File: src/rtl/tir_pkg.sv
package tir_pkg;
    localparam int LINE_PIT = 0;
    localparam int LINE_RTC = 8;

    typedef enum logic [1:0] {
        CH_QUIET = 2'd0,
        CH_HELD  = 2'd1,
        CH_PULSE = 2'd2
    } chan_state_t;

    typedef enum logic {
        LG_NORMAL  = 1'b0,
        LG_REPLACE = 1'b1
    } legacy_state_t;

    typedef enum logic {
        MS_IDLE = 1'b0,
        MS_SEND = 1'b1
    } msg_state_t;
endpackage

File: src/rtl/tir_chan.sv
module tir_chan
    import tir_pkg::*;
(
    input  logic clk,
    input  logic rst_n,
    input  logic fire,
    input  logic clr,
    input  logic level,
    input  logic en,
    input  logic msg_en,
    input  logic glb_en,
    output logic status,
    output logic drive,
    output logic msg_req,
    output logic drop
);
    chan_state_t state, state_nx;
    logic msg_q;
    logic kill;

    always_ff @(posedge clk or negedge rst_n) begin
        if (!rst_n) begin
            state <= CH_QUIET;
            msg_q <= 1'b0;
        end else begin
            state <= state_nx;
            msg_q <= msg_en;
        end
    end

    assign drop = clr | ~en | ~glb_en;
    assign kill = drop | (msg_en & ~msg_q);

    always_comb begin
        state_nx = state;
        if (kill) begin
            state_nx = CH_QUIET;
        end else if (fire && !msg_en) begin
            state_nx = level ? CH_HELD : CH_PULSE;
        end else begin
            unique case (state)
                CH_QUIET: state_nx = CH_QUIET;
                CH_HELD:  state_nx = CH_HELD;
                CH_PULSE: state_nx = CH_QUIET;
                default:  state_nx = CH_QUIET;
            endcase
        end
    end

    assign status  = (state == CH_HELD);
    assign drive   = (state != CH_QUIET) & ~msg_en;
    assign msg_req = fire & msg_en & ~drop;


    level_only_status_chk: assert property (@(posedge clk) disable iff (!rst_n)
        $rose(status) |-> $past(level));

    kill_clears_chk: assert property (@(posedge clk) disable iff (!rst_n)
        (clr || !en || !glb_en) |=> !status);

    msg_on_quiet_chk: assert property (@(posedge clk) disable iff (!rst_n)
        (msg_en && !msg_q) |=> !status);
endmodule

File: src/rtl/tir_legacy.sv
module tir_legacy
    import tir_pkg::*;
(
    input  logic clk,
    input  logic rst_n,
    input  logic legacy_en,
    input  logic pit_in,
    input  logic rtc_in,
    output logic legacy_on,
    output logic pit_enable,
    output logic ext_pit,
    output logic ext_rtc
);
    legacy_state_t state, state_nx;
    logic pit_q, pit_hold, rtc_lvl;

    always_comb begin
        state_nx = state;
        unique case (state)
            LG_NORMAL:  if (legacy_en)  state_nx = LG_REPLACE;
            LG_REPLACE: if (!legacy_en) state_nx = LG_NORMAL;
            default:    state_nx = LG_NORMAL;
        endcase
    end

    always_ff @(posedge clk or negedge rst_n) begin
        if (!rst_n) begin
            state <= LG_NORMAL;
        end else begin
            state <= state_nx;
        end
    end

    always_ff @(posedge clk or negedge rst_n) begin
        if (!rst_n) begin
            pit_enable <= 1'b1;
            pit_hold   <= 1'b0;
            pit_q      <= 1'b0;
            rtc_lvl    <= 1'b0;
        end else begin
            pit_q   <= pit_in;
            rtc_lvl <= rtc_in;
            if (state != state_nx) begin
                pit_enable <= (state_nx == LG_NORMAL);
                pit_hold   <= 1'b0;
            end else if (state == LG_NORMAL && pit_in != pit_q) begin
                pit_hold <= pit_in;
            end
        end
    end

    assign legacy_on = (state == LG_REPLACE);
    assign ext_pit   = (state == LG_NORMAL) & pit_hold;
    assign ext_rtc   = (state == LG_NORMAL) & rtc_lvl;


    pit_off_in_legacy_chk: assert property (@(posedge clk) disable iff (!rst_n)
        $fell(pit_enable) |-> legacy_on);

    pit_line_low_on_exit_chk: assert property (@(posedge clk) disable iff (!rst_n)
        $rose(pit_enable) |-> !ext_pit);
endmodule

File: src/rtl/tir_msg.sv
module tir_msg
    import tir_pkg::*;
#(
    parameter int NCH = 4,
    parameter int AW  = 32,
    parameter int DW  = 32
) (
    input  logic              clk,
    input  logic              rst_n,
    input  logic [NCH-1:0]    req,
    input  logic [NCH-1:0]    drop,
    input  logic [NCH*AW-1:0] cfg_addr,
    input  logic [NCH*DW-1:0] cfg_data,
    input  logic              ready,
    output logic              valid,
    output logic [AW-1:0]     addr,
    output logic [DW-1:0]     data
);
    localparam int IW = (NCH > 1) ? $clog2(NCH) : 1;

    msg_state_t     state, state_nx;
    logic [NCH-1:0] pend, gmask;
    logic [IW-1:0]  idx;
    logic           found;

    always_comb begin
        found = 1'b0;
        idx   = '0;
        for (int i = 0; i < NCH; i++) begin
            if (pend[i] && !found) begin
                found = 1'b1;
                idx   = IW'(i);
            end
        end
    end

    always_comb begin
        gmask    = '0;
        state_nx = state;
        unique case (state)
            MS_IDLE: if (found) begin
                state_nx   = MS_SEND;
                gmask[idx] = 1'b1;
            end
            MS_SEND: if (ready) state_nx = MS_IDLE;
            default: state_nx = MS_IDLE;
        endcase
    end

    always_ff @(posedge clk or negedge rst_n) begin
        if (!rst_n) begin
            state <= MS_IDLE;
        end else begin
            state <= state_nx;
        end
    end

    always_ff @(posedge clk or negedge rst_n) begin
        if (!rst_n) begin
            pend <= '0;
            addr <= '0;
            data <= '0;
        end else begin
            pend <= (pend & ~drop & ~gmask) | req;
            if (state == MS_IDLE && found) begin
                addr <= cfg_addr[idx*AW +: AW];
                data <= cfg_data[idx*DW +: DW];
            end
        end
    end

    assign valid = (state == MS_SEND);


    msg_hold_chk: assert property (@(posedge clk) disable iff (!rst_n)
        (valid && !ready) |=> (valid && $stable(addr) && $stable(data)));

    msg_needs_pend_chk: assert property (@(posedge clk) disable iff (!rst_n)
        $rose(valid) |-> $past(|pend));
endmodule

File: src/rtl/tir_lines.sv
module tir_lines #(
    parameter int NCH    = 4,
    parameter int NLINES = 32,
    parameter int RW     = 5,
    parameter int ALOW   = 16
) (
    input  logic              clk,
    input  logic              rst_n,
    input  logic [NCH-1:0]    drive,
    input  logic [NCH*RW-1:0] route,
    input  logic              ext_pit,
    input  logic              ext_rtc,
    output logic [NLINES-1:0] irq_line
);
    logic [NLINES-1:0] active, pol;

    for (genvar l = 0; l < NLINES; l++) begin : g_line
        logic hit, ext_hit;
        always_comb begin
            hit = 1'b0;
            for (int c = 0; c < NCH; c++) begin
                if (drive[c] && route[c*RW +: RW] == RW'(l)) hit = 1'b1;
            end
        end
        if (l == tir_pkg::LINE_PIT) begin : g_pit
            assign ext_hit = ext_pit;
        end else if (l == tir_pkg::LINE_RTC) begin : g_rtc
            assign ext_hit = ext_rtc;
        end else begin : g_none
            assign ext_hit = 1'b0;
        end
        assign active[l] = hit | ext_hit;
        assign pol[l]    = (l >= ALOW);
    end

    always_ff @(posedge clk or negedge rst_n) begin
        if (!rst_n) begin
            irq_line <= pol;
        end else begin
            irq_line <= active ^ pol;
        end
    end
endmodule

File: src/rtl/tir_router.sv
module tir_router
    import tir_pkg::*;
#(
    parameter int NCH    = 4,
    parameter int NLINES = 32,
    parameter int ALOW   = 16,
    parameter int AW     = 32,
    parameter int DW     = 32,
    localparam int RW    = $clog2(NLINES)
) (
    input  logic              clk,
    input  logic              rst_n,
    input  logic [NCH-1:0]    fire,
    input  logic [NCH-1:0]    clr,
    input  logic [NCH*RW-1:0] ch_route,
    input  logic [NCH-1:0]    ch_level,
    input  logic [NCH-1:0]    ch_en,
    input  logic [NCH-1:0]    ch_msg,
    input  logic [NCH*AW-1:0] ch_msg_addr,
    input  logic [NCH*DW-1:0] ch_msg_data,
    input  logic              glb_en,
    input  logic              legacy_en,
    input  logic              pit_in,
    input  logic              rtc_in,
    input  logic              msg_ready,
    output logic [NLINES-1:0] irq_line,
    output logic [NCH-1:0]    status,
    output logic              pit_enable,
    output logic              msg_valid,
    output logic [AW-1:0]     msg_addr,
    output logic [DW-1:0]     msg_data
);
    logic [NCH-1:0]    drive, msg_req, drop;
    logic [NCH*RW-1:0] eff_route;
    logic              legacy_on, ext_pit, ext_rtc;

    for (genvar c = 0; c < NCH; c++) begin : g_ch
        tir_chan u_chan (
            .clk    (clk),
            .rst_n  (rst_n),
            .fire   (fire[c]),
            .clr    (clr[c]),
            .level  (ch_level[c]),
            .en     (ch_en[c]),
            .msg_en (ch_msg[c]),
            .glb_en (glb_en),
            .status (status[c]),
            .drive  (drive[c]),
            .msg_req(msg_req[c]),
            .drop   (drop[c])
        );
        if (c == 0) begin : g_leg0
            assign eff_route[c*RW +: RW] = legacy_on ? RW'(LINE_PIT) : ch_route[c*RW +: RW];
        end else if (c == 1) begin : g_leg1
            assign eff_route[c*RW +: RW] = legacy_on ? RW'(LINE_RTC) : ch_route[c*RW +: RW];
        end else begin : g_plain
            assign eff_route[c*RW +: RW] = ch_route[c*RW +: RW];
        end
    end

    tir_legacy u_legacy (
        .clk       (clk),
        .rst_n     (rst_n),
        .legacy_en (legacy_en),
        .pit_in    (pit_in),
        .rtc_in    (rtc_in),
        .legacy_on (legacy_on),
        .pit_enable(pit_enable),
        .ext_pit   (ext_pit),
        .ext_rtc   (ext_rtc)
    );

    tir_lines #(.NCH(NCH), .NLINES(NLINES), .RW(RW), .ALOW(ALOW)) u_lines (
        .clk     (clk),
        .rst_n   (rst_n),
        .drive   (drive),
        .route   (eff_route),
        .ext_pit (ext_pit),
        .ext_rtc (ext_rtc),
        .irq_line(irq_line)
    );

    tir_msg #(.NCH(NCH), .AW(AW), .DW(DW)) u_msg (
        .clk     (clk),
        .rst_n   (rst_n),
        .req     (msg_req),
        .drop    (drop),
        .cfg_addr(ch_msg_addr),
        .cfg_data(ch_msg_data),
        .ready   (msg_ready),
        .valid   (msg_valid),
        .addr    (msg_addr),
        .data    (msg_data)
    );


    legacy_ch0_line_chk: assert property (@(posedge clk) disable iff (!rst_n)
        (legacy_on && drive[0]) |=> (irq_line[LINE_PIT] == (LINE_PIT < ALOW)));

    reset_pit_on_chk: assert property (@(posedge clk)
        !rst_n |=> pit_enable);
endmodule

File: config.mk
export PLATFORM = sky130hd
export DESIGN_NAME = tir_router
export DESIGN_NICKNAME = d
export VERILOG_FILES = /design/src/rtl/tir_pkg.sv /design/src/rtl/tir_chan.sv /design/src/rtl/tir_legacy.sv /design/src/rtl/tir_msg.sv /design/src/rtl/tir_lines.sv /design/src/rtl/tir_router.sv
export SDC_FILE = /design/constraint.sdc
export NUM_CORES = 1
export LEC_CHECK = 0
export ABC_AREA = 1
export BUFFER_PORTS_ARGS = -buffer_cell sky130_fd_sc_hd__buf_4
export CAP_MARGIN = 5
export CORE_MARGIN = 10
export CORE_UTILIZATION = 49
export DETAILED_ROUTE_END_ITERATION = 8
export MAX_ROUTING_LAYER = met4
export PLACE_DENSITY = 0.94
export SLEW_MARGIN = 20
export SYNTH_ARGS = -nofsm -noshare
export SYNTH_HDL_FRONTEND = slang
export SYNTH_HIERARCHICAL = 1
export SYNTH_SLANG_ARGS = --single-unit
export TNS_END_PERCENT = 5
File: constraint.sdc
create_clock -name clk -period 1.75 [get_ports clk]
set_input_delay 0.2625 -clock clk [delete_from_list [all_inputs] [get_ports clk]]
set_output_delay 0.2625 -clock clk [all_outputs]
set_load 0.02 [all_outputs]
After elaboration in Yosys (flattened, before gate mapping)
Index checks and enable logic that the tools add are counted.
W data, S select, Z words.
Operators by class
  order comparisons: 2
  eq/ne operators: 130
  shift-type cells: 2
  muxes and demuxes: 163
  bitwise logic cells: 58
  reduce and logical (&&, ||, !) cells: 154
Operator list (count)
  $eq A5 B5 Y1 const B: 64
  $shiftx A128 B8 Y32: 2
  $eq A5 B4 Y1 const B: 32
  $mux W1: 143
  $logic_and A1 B1 Y1: 138
  $eq A5 B3 Y1 const B: 16
  $eq A5 B2 Y1 const B: 8
  $mux W2: 14
  $eq A5 B1 Y1 const B: 4
  $logic_not A5 Y1: 4
  $not A1 Y1: 20
  $and A1 B1 Y1: 18
  $not A16 Y16: 1
  $or A1 B1 Y1: 14
  $mux W5: 2
  $reduce_bool A2 Y1: 5
  $and A4 B4 Y4: 2
  $eq A2 B1 Y1 const B: 4
  $mux W4: 2
  $not A4 Y4: 2
  $logic_not A1 Y1: 7
  $or A4 B4 Y4: 1
  $lt A2 B3 Y1 const B: 1
  $demux W1 S2: 1
  other kinds (3): 4
Word-level totals
  flip-flop bits (word level): 118
  input bits: 303
  output and inout port bits: 102
  word-level logic and storage cells: 527

Depth between registers and ports, before layout
  depth after elaboration: 19
  mapped depth: 11

Hierarchy
Netlist, hierarchy kept.
Modules (own cells, without submodules)
  tir_msg: times used 1, cells each 1056, area each 6003.3 um^2
  tir_lines: times used 1, cells each 408, area each 2341.0 um^2
  tir_chan: times used 4, cells each 24, area each 167.7 um^2
  tir_legacy: times used 1, cells each 23, area each 196.4 um^2
  tir_router: times used 1, cells each 22, area each 90.1 um^2

Least setup slack after synthesis
OpenSTA, ideal clock, no wires.
  kind: reg2reg
  from: register u_msg.pend[0]
  to: register u_msg.addr[0]
  setup time: 0.117 ns
  arrival time: 1.196 ns
  required time: 1.633 ns
  setup slack: 0.437 ns
  stages on the path, launching flop included: 8
  buffers on the path: 1
  period minus slack after synthesis: 1.313 ns
  path through: dfrtp_1 > nor2_2 > nand2_1 > o21ai_2 > inv_2 > buf_1 > nand2_1 > nand2_1
On the way
  longest elaborated chain between the ends: 11
  elaborated cells between the ends (all ways): 15
RTL lines
  start: declaration: line tir_msg.sv:22  | logic [NCH-1:0] pend, gmask;
  start signal: assignment: line tir_msg.sv:64  | pend <= (pend & ~drop & ~gmask) | req;
  $mux W1 (*): line tir_msg.sv:30  | if (pend[i] && !found) begin
  $logic_not A1 Y1: line tir_msg.sv:30
  $logic_and A1 B1 Y1: line tir_msg.sv:30
  $mux W1: line tir_msg.sv:30
  $logic_not A1 Y1: line tir_msg.sv:30
  $logic_and A1 B1 Y1: line tir_msg.sv:30
  $mux W1: line tir_msg.sv:30
  $logic_not A1 Y1: line tir_msg.sv:30
  $logic_and A1 B1 Y1: line tir_msg.sv:30
  $mux W2 or $mux W1 (tied branches): line tir_msg.sv:30
  $shiftx A128 B8 Y32 or $logic_and A1 B1 Y1 (tied branches): line tir_msg.sv:66, tir_msg.sv:65
  end signal: assignment: line tir_msg.sv:66  | addr <= cfg_addr[idx*AW +: AW];
  end: declaration: line tir_msg.sv:16  | output logic [AW-1:0] addr,
Mark *: on every way between the ends. The rest lies on a longest branch, timed or not.
A chain may end at the register's enable or synchronous reset.

Worst setup path after layout
  from: input ch_msg[2]
  to: register u_lines.irq_line[12]
On the way
  longest elaborated chain between the ends: 5
RTL lines
  start: declaration: line tir_router.sv:18  | input logic [NCH-1:0] ch_msg,
  $not A1 Y1: line tir_chan.sv:51  | assign drive = (state != CH_QUIET) & ~msg_en;
  $and A1 B1 Y1: line tir_chan.sv:51
  named net drive[2]: line tir_router.sv:33  | logic [NCH-1:0] drive, msg_req, drop;
  $logic_and A1 B1 Y1: line tir_lines.sv:22  | if (drive[c] && route[c*RW +: RW] == RW'(l)) hit = 1'b1;
  $mux W1 (2 in series): line tir_lines.sv:22
  named net u_lines.active[12]: line tir_lines.sv:15  | logic [NLINES-1:0] active, pol;
  end signal: assignment: line tir_lines.sv:38  | irq_line <= pol;
  end signal: assignment: line tir_lines.sv:40  | irq_line <= active ^ pol;
  end: declaration: line tir_lines.sv:13  | output logic [NLINES-1:0] irq_line
The timed path passes the listed nets, and every way through them passes these cells.

==> results_dict.tcl <==
set metrics [dict create \
    cts.sinks 118 \
    p_total_mw 11.4 \
    post-route-util_pct 70.4 \
    ys_ff_latch 118 \
    fin_setup_tns_ps 0 \
    dp_hpwl_um 31000 \
    hold_viol 0 \
    finalCritPeriodShare_pct 95.1 \
    p_sw_share_pct 33.6 \
    ir_drop_uv 715 \
    p_clk_share_pct 34.7 \
    power_leakage_nw 8.15 \
    avgSynthCellArea_um2 5.80 \
    critPathRequiredTime_ps 2110 \
    final_common_cell "nand2_1" \
    boundaryPins 405 \
    num_vias 11400 \
    synth_xor_area_share_pct 0 \
    grt_max_degree 67 \
    finalInstanceArea_um2 13200 \
    gp_congestion 1.03 \
    die_h_um 158 \
    syn_to_final_growth_pct 41.5 \
    die_area_um2 24900 \
    crit_type "primary input to flop" \
    fin_nets 2284 \
    grt_pass1_wl_um 59600 \
    fillerInstances 1586 \
    numPortBuffers 404 \
    numCtsBuffers 17 \
    holdPathStages 2 \
    via_per_inst 5.09 \
    hp-class "primary input to flop" \
    clock_latency_ps 420 \
    grt_pass1_vias 10700 \
    rows 50 \
    most-common-layout-cells "638 x nand2_1, 413 x buf_4, 337 x inv_1, 265 x nand3_1, 115 x nor2_1" \
    switching_power_mw 3.81 \
    dpl.cell_count 2188 \
    fin_hold_ws_ps 20.9 \
    synth_compound_area_share_pct 0.780 \
    cts-root-buf "clkbuf_16" \
    seq_area_frac_synth_pct 32.0 \
    clk_pin_slew_ps 60 \
    crit_path_start_kind "primary input" \
    yosys.area_share.adder_pct 0 \
    setup_slack_ps 85.0 \
    power_density_nw_per_um2 862 \
    critPathMaxFanout 16 \
    yosysWarnings 6 \
    wl_per_cell_um 18.1 \
    drive_gt1_share_pct 25.7 \
    slew_headroom_pct 69.0 \
    antenna_left 0 \
    synth-simple-area-share_pct 47.0 \
    ys_types 20 \
    cts_tree "built" \
    drt_iter0_drc 1236 \
    fp.coreArea_um2 18700 \
    drc 0 \
    clock-skew-final_ps 10.7 \
    outcome "finished, final reports clean" \
    synth_fp_nets 1908 \
    htreeDepth 4 \
    seq_power_share_pct 31.9 \
    netlist_area_um2 9300 \
    drv_slew 0 \
    synth.mux.area_fraction_pct 0 \
    grt_usage_pct 31.6 \
    cts_setup_buffers 0 \
    overflow 0 \
    intPower_mw 7.54 \
    drt-total-wl_um 40500 \
    arrival_ps 2020 \
    synth_top_family_by_area "simple AND/OR/NAND/NOR gates" \
    setup_viol 0 \
    synthCells 1605 \
    chipWidth_um 158 \
    antenna_found_initial 6 \
    max_freq_mhz 601 \
    combinationalPowerShare_pct 33.4 \
    rr_worst_depth 8 \
    tightest_slew_ps 465 \
    layoutNonFillerInstCount 2234 \
    clock_path_buffers 2 \
    drt_pass1_iterations 6 \
    initial_utilization_pct 49.7 \
    dp_slack_ps 101 \
    placed_cell_area_um2 12400 \
    min_period_ps 1670 \
    drv_cap 0 \
    crit_path_end_kind "flop" \
    rsz0062_at_grt "no" \
]
## final cells by class
cell class	count	area (µm²)	share of cell area, %
Antenna cell	6	15.0	0.114
Tap cell	234	293	2.22
Clock buffer	24	492	3.74
Multi-Input combinational cell	1059	4470	34.0
Inverter	351	1320	10.0
Clock inverter	8	168	1.27
Sequential cell	118	2970	22.6
Timing Repair Buffer	434	3430	26.1
## sequential cells by signal, summed over array words and instances, names as in the netlist
register	flops
u_legacy/pit_hold	1
u_legacy/rtc_lvl	1
u_msg/addr	32
u_legacy/legacy_on	1
u_lines/irq_line	32
g_ch.u_chan/msg_q	4
u_msg/data	32
g_ch.u_chan/state	8
u_legacy/pit_q	1
u_legacy/pit_enable	1
u_msg/valid	1
u_msg/pend	4
## logic make-up after synthesis
| family | count (synthesis) |
|---|---|
| simple gates | 1048 |
| buf+inv | 428 |
| flops | 118 |
| compound gates | 11 |
## synth_stat cells (all sizes together)
master / number / area [µm²]
nand2: 644 / 2430
inv: 351 / 1320
nand3: 269 / 1370
nor2: 129 / 539
dfrtp: 101 / 2530
buf: 77 / 563
dfstp: 17 / 447
o21ai: 7 / 42.5
nand4: 5 / 31.3
o21bai: 4 / 30.0
nor3: 1 / 5.00
## timing repair
item | CTS | global route
hold endpoints to repair | 28 | 0
gates resized for setup | 0 | 1
endpoints found under the setup margin | 0 | 13
hold buffers | 8 | 0
## metal layers
metal  GRT usage (%)  vias up  routed length, µm
met5               -        -                  0
met4            14.2        0               1590
met3            7.73       93               4390
met2            51.1      709              19600
met1            36.7     5093              15000
li1                -     5477                  -
## worst paths after layout
kind / startpoint / endpoint / slack (ps)
max in group asynchronous: rst_n / u_lines/irq_line[25] / 850
min reg2reg: u_msg/data[10] / u_msg/data[10] / 480
max: ch_msg[2] / u_lines/irq_line[12] / 80
min in group asynchronous: rst_n / u_lines/irq_line[5] / 270
min: msg_ready / u_msg/valid / 20
max reg2reg: u_msg/pend[3] / u_msg/addr[23] / 140
## critical path, cell delays in order
cell           delay [ps]
dlygate4sd3_1         540
buf_4                 160
nor2_1                310
inv_2                  80
nor2_4                370
nand2_1               100
nand2_1                70
inv_1                  40
nand2_1                80
## power groups by stage
stage | combinational, mW | sequential [mW] | clock, mW
4_1_cts | 3.78 | 3.61 | 4.01
3_3_place_gp | 3.68 | 3.64 | 0
6_report | 3.79 | 3.62 | 3.94
2_1_floorplan | 1.09 | 4.25 | 0
5_1_grt | 4.03 | 3.68 | 4.11
3_5_place_dp | 3.76 | 3.64 | 0
Note: power is estimated with default switching activity, not from simulation.
